### src/rtl/cbi_pkg.sv
package cbi_pkg;

    typedef enum logic [2:0] {
        S_IDLE,
        S_ATTN,
        S_SEND,
        S_DRAIN,
        S_WAIT,
        S_FINISH
    } cbi_state_e;

    localparam int WORD_W = 16;
    localparam int CODE_W = 5;
    localparam int DEV_W  = 3;
    localparam int OPT_W  = 6;
    localparam int CYL_W  = 10;
    localparam int HEAD_W = 6;
    localparam int SEC_W  = 5;
    localparam int MAX_WORDS = 4;
    localparam int IDX_W  = $clog2(MAX_WORDS);

    localparam logic [1:0] ERR_NONE  = 2'd0;
    localparam logic [1:0] ERR_ATTN  = 2'd1;
    localparam logic [1:0] ERR_SLOW  = 2'd2;
    localparam logic [1:0] ERR_STUCK = 2'd3;

    localparam logic [CODE_W-1:0] CODE_READ  = 5'd1;
    localparam logic [CODE_W-1:0] CODE_WRITE = 5'd2;
    localparam logic [OPT_W-1:0]  RW_OPTIONS = 6'd2;

    localparam logic [1:0] TYPE_SHORT = 2'b00;
    localparam logic [1:0] TYPE_LONG  = 2'b01;

endpackage

### src/rtl/cbi_word_pack.sv
module cbi_word_pack
    import cbi_pkg::*;
(
    input  logic [CODE_W-1:0] code,
    input  logic [DEV_W-1:0]  dev,
    input  logic [OPT_W-1:0]  opts,
    input  logic              long_form,
    input  logic [WORD_W-1:0] blk_count,
    input  logic [CYL_W-1:0]  cyl,
    input  logic [HEAD_W-1:0] head,
    input  logic [SEC_W-1:0]  sector,
    input  logic [WORD_W-1:0] arg1,
    input  logic [WORD_W-1:0] arg2,
    input  logic [WORD_W-1:0] arg3,
    output logic [MAX_WORDS-1:0][WORD_W-1:0] words,
    output logic [IDX_W-1:0]  last_idx
);

    localparam int CYL_LO_W = WORD_W - HEAD_W - SEC_W;
    localparam int CYL_HI_W = CYL_W - CYL_LO_W;

    logic              is_rw;
    logic [1:0]        blk_type;
    logic [OPT_W-1:0]  eff_opts;
    logic [WORD_W-1:0] chs_word;
    logic [WORD_W-1:0] cyl_hi_word;

    always_comb begin
        is_rw       = (code == CODE_READ) || (code == CODE_WRITE);
        blk_type    = (is_rw || long_form) ? TYPE_LONG : TYPE_SHORT;
        eff_opts    = is_rw ? RW_OPTIONS : opts;
        chs_word    = {cyl[CYL_LO_W-1:0], head, sector};
        cyl_hi_word = {{(WORD_W-CYL_HI_W){1'b0}}, cyl[CYL_W-1:CYL_LO_W]};

        words[0] = {blk_type, eff_opts, dev, code};
        words[1] = is_rw ? blk_count   : arg1;
        words[2] = is_rw ? chs_word    : arg2;
        words[3] = is_rw ? cyl_hi_word : arg3;

        last_idx = (blk_type == TYPE_LONG) ? IDX_W'(MAX_WORDS-1) : IDX_W'(1);
    end

endmodule

### src/rtl/cbi_check_counter.sv
module cbi_check_counter #(
    parameter int LIMIT = 10000
) (
    input  logic clk,
    input  logic rst_n,
    input  logic clear,
    input  logic step,
    output logic hit
);

    localparam int CW = (LIMIT > 2) ? $clog2(LIMIT) : 1;
    localparam logic [CW-1:0] TOP = CW'(LIMIT - 1);

    logic [CW-1:0] cnt;

    always_ff @(posedge clk) begin
        if (!rst_n || clear) begin
            cnt <= '0;
        end else if (step && cnt != TOP) begin
            cnt <= cnt + 1'b1;
        end
    end

    assign hit = step && (cnt == TOP);

    // the caller leaves its wait state on hit, so the count never passes the limit
    assert_count_in_range_R8: assert property (@(posedge clk) disable iff (!rst_n)
        step && (cnt == TOP) |=> (cnt == '0) || (cnt == TOP));

endmodule

### src/rtl/cmd_block_issuer.sv
module cmd_block_issuer
    import cbi_pkg::*;
#(
    parameter int FULL_TRIES = 10000,
    parameter int DONE_LIMIT = 50000
) (
    input  logic        clk,
    input  logic        rst_n,
    input  logic        start,
    input  logic [4:0]  cmd_code,
    input  logic [2:0]  dev_num,
    input  logic [5:0]  cmd_opts,
    input  logic        long_form,
    input  logic [15:0] blk_count,
    input  logic [9:0]  cyl,
    input  logic [5:0]  head,
    input  logic [4:0]  sector,
    input  logic [15:0] arg1,
    input  logic [15:0] arg2,
    input  logic [15:0] arg3,
    output logic        attn_req,
    input  logic        attn_done,
    input  logic        attn_ok,
    output logic        cifr_we,
    output logic [15:0] cifr_data,
    input  logic        reg_full,
    input  logic        cmd_busy,
    output logic        busy,
    output logic        done,
    output logic [1:0]  err_code
);

    cbi_state_e state, state_nx;

    logic [CODE_W-1:0] lat_code;
    logic [DEV_W-1:0]  lat_dev;
    logic [OPT_W-1:0]  lat_opts;
    logic              lat_long;
    logic [WORD_W-1:0] lat_blk;
    logic [CYL_W-1:0]  lat_cyl;
    logic [HEAD_W-1:0] lat_head;
    logic [SEC_W-1:0]  lat_sec;
    logic [WORD_W-1:0] lat_a1, lat_a2, lat_a3;

    logic [MAX_WORDS-1:0][WORD_W-1:0] words;
    logic [IDX_W-1:0] last_idx;
    logic [IDX_W-1:0] idx;
    logic [1:0]       err_q;
    logic             slow_hit, stuck_hit;
    logic             accept;

    assign accept = (state == S_IDLE) && start;

    cbi_word_pack u_pack (
        .code      (lat_code),
        .dev       (lat_dev),
        .opts      (lat_opts),
        .long_form (lat_long),
        .blk_count (lat_blk),
        .cyl       (lat_cyl),
        .head      (lat_head),
        .sector    (lat_sec),
        .arg1      (lat_a1),
        .arg2      (lat_a2),
        .arg3      (lat_a3),
        .words     (words),
        .last_idx  (last_idx)
    );

    cbi_check_counter #(.LIMIT(FULL_TRIES)) u_full_cnt (
        .clk   (clk),
        .rst_n (rst_n),
        .clear (state != S_DRAIN),
        .step  ((state == S_DRAIN) && reg_full),
        .hit   (slow_hit)
    );

    cbi_check_counter #(.LIMIT(DONE_LIMIT)) u_done_cnt (
        .clk   (clk),
        .rst_n (rst_n),
        .clear (state != S_WAIT),
        .step  ((state == S_WAIT) && cmd_busy),
        .hit   (stuck_hit)
    );

    // state register
    always_ff @(posedge clk) begin
        if (!rst_n) state <= S_IDLE;
        else        state <= state_nx;
    end

    // transitions
    always_comb begin
        state_nx = state;
        unique case (state)
            S_IDLE:   if (start) state_nx = S_ATTN;
            S_ATTN:   if (attn_done) state_nx = attn_ok ? S_SEND : S_FINISH;
            S_SEND:   state_nx = S_DRAIN;
            S_DRAIN: begin
                if (!reg_full)     state_nx = (idx == last_idx) ? S_WAIT : S_SEND;
                else if (slow_hit) state_nx = S_FINISH;
            end
            S_WAIT:   if (!cmd_busy || stuck_hit) state_nx = S_FINISH;
            S_FINISH: state_nx = S_IDLE;
            default:  state_nx = S_IDLE;
        endcase
    end

    // latched command, word index, result
    always_ff @(posedge clk) begin
        if (!rst_n) begin
            lat_code <= '0; lat_dev <= '0; lat_opts <= '0; lat_long <= 1'b0;
            lat_blk  <= '0; lat_cyl <= '0; lat_head <= '0; lat_sec  <= '0;
            lat_a1   <= '0; lat_a2  <= '0; lat_a3   <= '0;
            idx      <= '0;
            err_q    <= ERR_NONE;
        end else begin
            if (accept) begin
                lat_code <= cmd_code; lat_dev <= dev_num; lat_opts <= cmd_opts;
                lat_long <= long_form; lat_blk <= blk_count; lat_cyl <= cyl;
                lat_head <= head; lat_sec <= sector;
                lat_a1 <= arg1; lat_a2 <= arg2; lat_a3 <= arg3;
                idx    <= '0;
                err_q  <= ERR_NONE;
            end
            if (state == S_ATTN && attn_done && !attn_ok) err_q <= ERR_ATTN;
            if (state == S_DRAIN && !reg_full && idx != last_idx) idx <= idx + 1'b1;
            if (state == S_DRAIN && reg_full && slow_hit) err_q <= ERR_SLOW;
            if (state == S_WAIT && cmd_busy && stuck_hit) err_q <= ERR_STUCK;
        end
    end

    // outputs
    always_comb begin
        attn_req  = 1'b0;
        cifr_we   = 1'b0;
        done      = 1'b0;
        busy      = 1'b1;
        unique case (state)
            S_IDLE:   busy     = 1'b0;
            S_ATTN:   attn_req = 1'b1;
            S_SEND:   cifr_we  = 1'b1;
            S_DRAIN:  ;
            S_WAIT:   ;
            S_FINISH: done     = 1'b1;
            default:  busy     = 1'b0;
        endcase
        cifr_data = words[idx];
        err_code  = err_q;
    end

    assert_attn_hold_R2: assert property (@(posedge clk) disable iff (!rst_n)
        attn_req && !attn_done |=> attn_req);

    assert_attn_fail_R3: assert property (@(posedge clk) disable iff (!rst_n)
        attn_req && attn_done && !attn_ok |=> done && !cifr_we && (err_code == ERR_ATTN));

    assert_no_back_to_back_R7: assert property (@(posedge clk) disable iff (!rst_n)
        cifr_we |=> !cifr_we);

    assert_done_pulse_R11: assert property (@(posedge clk) disable iff (!rst_n)
        done |=> !done && !busy);

    assert_err_stable_R11: assert property (@(posedge clk) disable iff (!rst_n)
        !busy && !start |=> $stable(err_code));

endmodule

### config.mk
export PLATFORM = sky130hd
export DESIGN_NAME = cmd_block_issuer
export DESIGN_NICKNAME = d
export VERILOG_FILES = /design/src/rtl/cbi_pkg.sv /design/src/rtl/cbi_word_pack.sv /design/src/rtl/cbi_check_counter.sv /design/src/rtl/cmd_block_issuer.sv
export SDC_FILE = /design/constraint.sdc
export NUM_CORES = 1
export LEC_CHECK = 0
export BUFFER_PORTS_ARGS = -buffer_cell sky130_fd_sc_hd__buf_2
export CAP_MARGIN = 20
export CORE_MARGIN = 4
export CORE_UTILIZATION = 50
export CTS_BUF_LIST = sky130_fd_sc_hd__clkbuf_8
export CTS_CLUSTER_DIAMETER = 60
export DETAILED_ROUTE_END_ITERATION = 7
export PLACE_DENSITY = 0.76
export SYNTH_ARGS = -nofsm -noshare
export SYNTH_HDL_FRONTEND = slang
export SYNTH_SLANG_ARGS = --single-unit
export TNS_END_PERCENT = 20
### constraint.sdc
create_clock -name clk -period 1.7 [get_ports clk]
set_input_delay 0 -clock clk [delete_from_list [all_inputs] [get_ports clk]]
set_output_delay 0 -clock clk [all_outputs]
set_load 0.005 [all_outputs]
==> flow_summary.yaml <==
drt:
  wl_met3_um: 2020
  drcViolationCount: 0
  viasPerCell: 5.89
  drtIter0Drc: 900
  num_vias: 7436
  wl_met1_um: 9010
  topRoutingLayerUsed: "met4"
  route.met2.wl_um: 11400
  postRouteAntennaNets: 0
  routed_wl_um: 23800
  wl_per_cell_um: 18.8
  drt_pass1_iterations: 7
clock_network:
  root_buffer: "clkbuf_8"
  cts_tree: "done"
  cts_buffers: 17
  cts.sinks: 137
  clock_path_buffers: 2
  insertion_delay_ns: 0.47
  clkTransAtPathRegs_ns: 0.09
  htreeDepth: 4
synth:
  synth_fa_ha_area_share_pct: 0.384
  synth-seq-area-share_pct: 42.1
  synth.area.top_cells: "dfxtp_1, nand2_1, a21oi_1"
  yosys.area.top_type: "dfxtp_1"
  synthCells: 799
  syn_nets: 908
  syn_area_per_cell_sq_um: 8.16
  synth_xor_area_share_pct: 0.403
  yosysWarningCount: 0
  synth.distinct_cells: 62
  synth_edf_count: 0
  muxShareOfSynthArea_pct: 10.4
  synth_seq_cells: 137
  synth_compound_area_share_pct: 17.3
  syn_area_sq_mm: 0.00652
  yosys.area_share.simple_pct: 24.8
  async_reset_ff_share_pct: 0
  synth_top_area_share_pct: 42.1
  synth-main-ff-cell: "dfxtp_1"
  synth_top_family_by_area: "simple AND/OR/NAND/NOR gates"
final_layout:
  area_delta_synth_final_pct: 49.2
  fin_nets: 1185
  final_core_util_pct: 76.7
  instances_no_fill: 1262
  fin_area_sq_mm: 0.00972
  fillCellCount: 821
  drive_gt1_share_pct: 31.5
worst_hold_path:
  worstHoldStart: "attn_ok"
  hp-class: "in -> reg"
critical_path:
  crit_path_max_fanout: 12
  worstPathRequired_ns: 1.70
  r2r_slack_ns: -0.16
  cp_cell_sequence: "nor3_4 -> nand2_4 -> buf_12 -> mux2_1 -> mux4_2 -> buf_2"
  critPathBufInv: 2
  critPathLaunchType: "flip-flop"
  max_stage_delay_ns: 0.47
  worstPathArrival_ns: 2.35
  crit_family: "multiplexers"
  slowest_stage: "mux4_2"
  cp.depth: 6
  crit_end: "cifr_data[3]"
  rr_startpoint: "lat_code[3]"
  path_class: "reg -> out"
  r2r-end: "state[1]"
  crit_path_start: "lat_code[3]"
  cp-end-kind: "output pin"
  rr_worst_depth: 7
power_and_ir_drop:
  p_comb_share_pct: 20.9
  p_int_mw: 5.61
  clkPwrFrac_pct: 35.0
  finalPower_mw: 8.08
  power_density_mw_per_mm2: 831
  seqPwrFrac_pct: 44.1
  power_leakage_nw: 3.84
  vdd_drop_max_v: 0.000938
  switching_share_pct: 30.6
  switching_power_mw: 2.47
floorplanning:
  die_w_um: 122
  dieArea_sq_mm: 0.0149
  core_area_sq_mm: 0.0127
  num_rows: 41
  start_util_pct: 51.4
  die_y_um: 122
  design.portCount: 129
sta:
  rsz0062_at_grt: "yes"
  layout_min_cycle_time_ns: 2.35
  worst_pin_slew_ns: 0.569
  final.period_utilization_pct: 139
  setup_viol: 26
  timing.slew.headroom_pct: 62.0
  finClkSkew_ns: 0.0120
  maxSlewViolCount: 0
  finalHoldViolations: 0
  timing.fmax_mhz: 425
  fin_ws_ns: -0.655
outcome:
  violations: "setup timing"
  status: "complete, but fails checks"
placed_design:
  place_congestion: 0.912
  post-dp-hpwl_um: 13100
  dp.cells: 1109
  buffer_ports.inserted: 128
  placed_area_sq_mm: 0.00775
global_routing:
  overflow: 0
  antenna_found_initial: 1
  grt_pass1_vias: 6916
  grt_pass1_wl_um: 34300
  grt_max_degree: 64
  gr-usage-all-layers_pct: 29.2
run:
  max-cap-violations: 0
==> per-stage QoR <==
stage               setup WS, ns  hold slack [ns]  setup TNS [ns]
floorplan                -0.0340            0.136          -0.260
global placement         -0.0929            0.244          -0.711
detailed placement        -0.175            0.247           -1.83
CTS                       -0.562          0.00524           -6.01
global route              -0.684           0.0136          -10.02
finish                    -0.655           0.0315           -7.67
==> worst register-to-register path, delay by kind of cell (launching register included) <==
kind / cells / cell delay [ns]
compound gates: 2 / 0.22
flops: 1 / 0.35
simple gates: 2 / 0.77
buf+inv: 3 / 0.39
==> registers in the layout, summed over array words and instances (netlist names) <==
name	count
u_done_cnt.cnt	16
lat_long	1
lat_a1	16
lat_a3	16
lat_cyl	10
u_full_cnt.cnt	14
state	3
lat_head	6
err_code	2
lat_sec	5
lat_blk	16
idx	2
lat_dev	3
lat_code	5
lat_opts	6
lat_a2	16
==> layer usage <==
layer / up-vias / global-route usage, %
li1: 3379 / -
met1: 3474 / 36.1
met2: 459 / 48.4
met3: 124 / 7.47
met4: 0 / 12.3
met5: - / 0
==> power groups by stage <==
stage                     Combinational, mW  Sequential, mW  Clock (mW)
after detailed placement               1.26            3.61           0
after CTS                              1.48            3.54        2.82
after global placement                 1.24            3.60           0
after global routing                   1.81            3.58        2.98
final                                  1.69            3.57        2.82
after floorplan                       0.785            3.56           0
==> layout make-up <==
class	instances	area (sq um)	area share [%]
antenna	1	2.50	0.0257
clock buffer	18	248	2.55
clock inverter	14	161	1.66
inverter	8	33.8	0.347
multi-input combinational	590	3760	38.7
sequential	137	2760	28.4
tap	172	215	2.21
timing repair buffer	322	2540	26.1
==> cells by family after synthesis <==
logic type / Yosys count
DFF: 137
muxes: 45
adders and majority gates: 2
and+or+nand+nor: 343
AOI/OAI and AO/OA: 197
xor gates and xnor gates: 3
buffers and inverters: 72
==> cell usage after synthesis, types with 9 or more instances <==
library cell  count
nand3_1          17
or4_1            14
mux2_4            9
o21ai_1          11
mux4_2           13
nand2b_1          9
nor3_1            9
o31ai_1          19
clkbuf_1         40
nand4_1          11
buf_2            11
nor2_1           14
nand2_1         224
mux2_1           12
buf_1            10
a21oi_1         131
dfxtp_1         137
==> placed cells by master (no fill, tap or decap), types with 4 or more instances in the layout <==
| cell type | n |
|---|---|
| nand2_1 | 221 |
| buf_2 | 128 |
| dfxtp_1 | 127 |
| a21oi_1 | 123 |
| dlygate4sd3_1 | 104 |
| buf_4 | 71 |
| clkbuf_8 | 18 |
| nand3_1 | 17 |
| o31ai_1 | 16 |
| mux4_2 | 13 |
| nor2_1 | 12 |
| mux2_1 | 11 |
| nand4_1 | 11 |
| mux2_4 | 10 |
| o21ai_1 | 9 |
| nand2b_1 | 9 |
| or4_1 | 9 |
| mux2i_1 | 8 |
| a21oi_2 | 8 |
| buf_6 | 8 |
| nor3_1 | 7 |
| dfxtp_2 | 7 |
| buf_12 | 6 |
| clkinvlp_4 | 5 |
| a22oi_1 | 5 |
| inv_1 | 5 |
| or4_4 | 5 |
| o21ai_0 | 4 |
| and4_1 | 4 |
| inv_6 | 4 |
| clkbuf_16 | 4 |
==> worst min-delay path by stage <==
stage	end	slack [ns]	depth (start not counted)
floorplan	lat_a3[5]	0.14	2
global placement	lat_blk[2]	0.24	3
detailed placement	lat_a2[12]	0.25	3
CTS	state[2]	0.005	4
global route	state[2]	0.01	4
finish	state[2]	0.03	4
==> timing repair <==
action,4_1_cts,5_1_grt
pin swaps,11,19
gates cloned,0,5
hold buffers,104,0
setup buffers,1,11
gates resized for setup,23,56
endpoints found under the setup margin,31,94
hold endpoints to repair,108,0
Power figures use the tool's default switching activity.
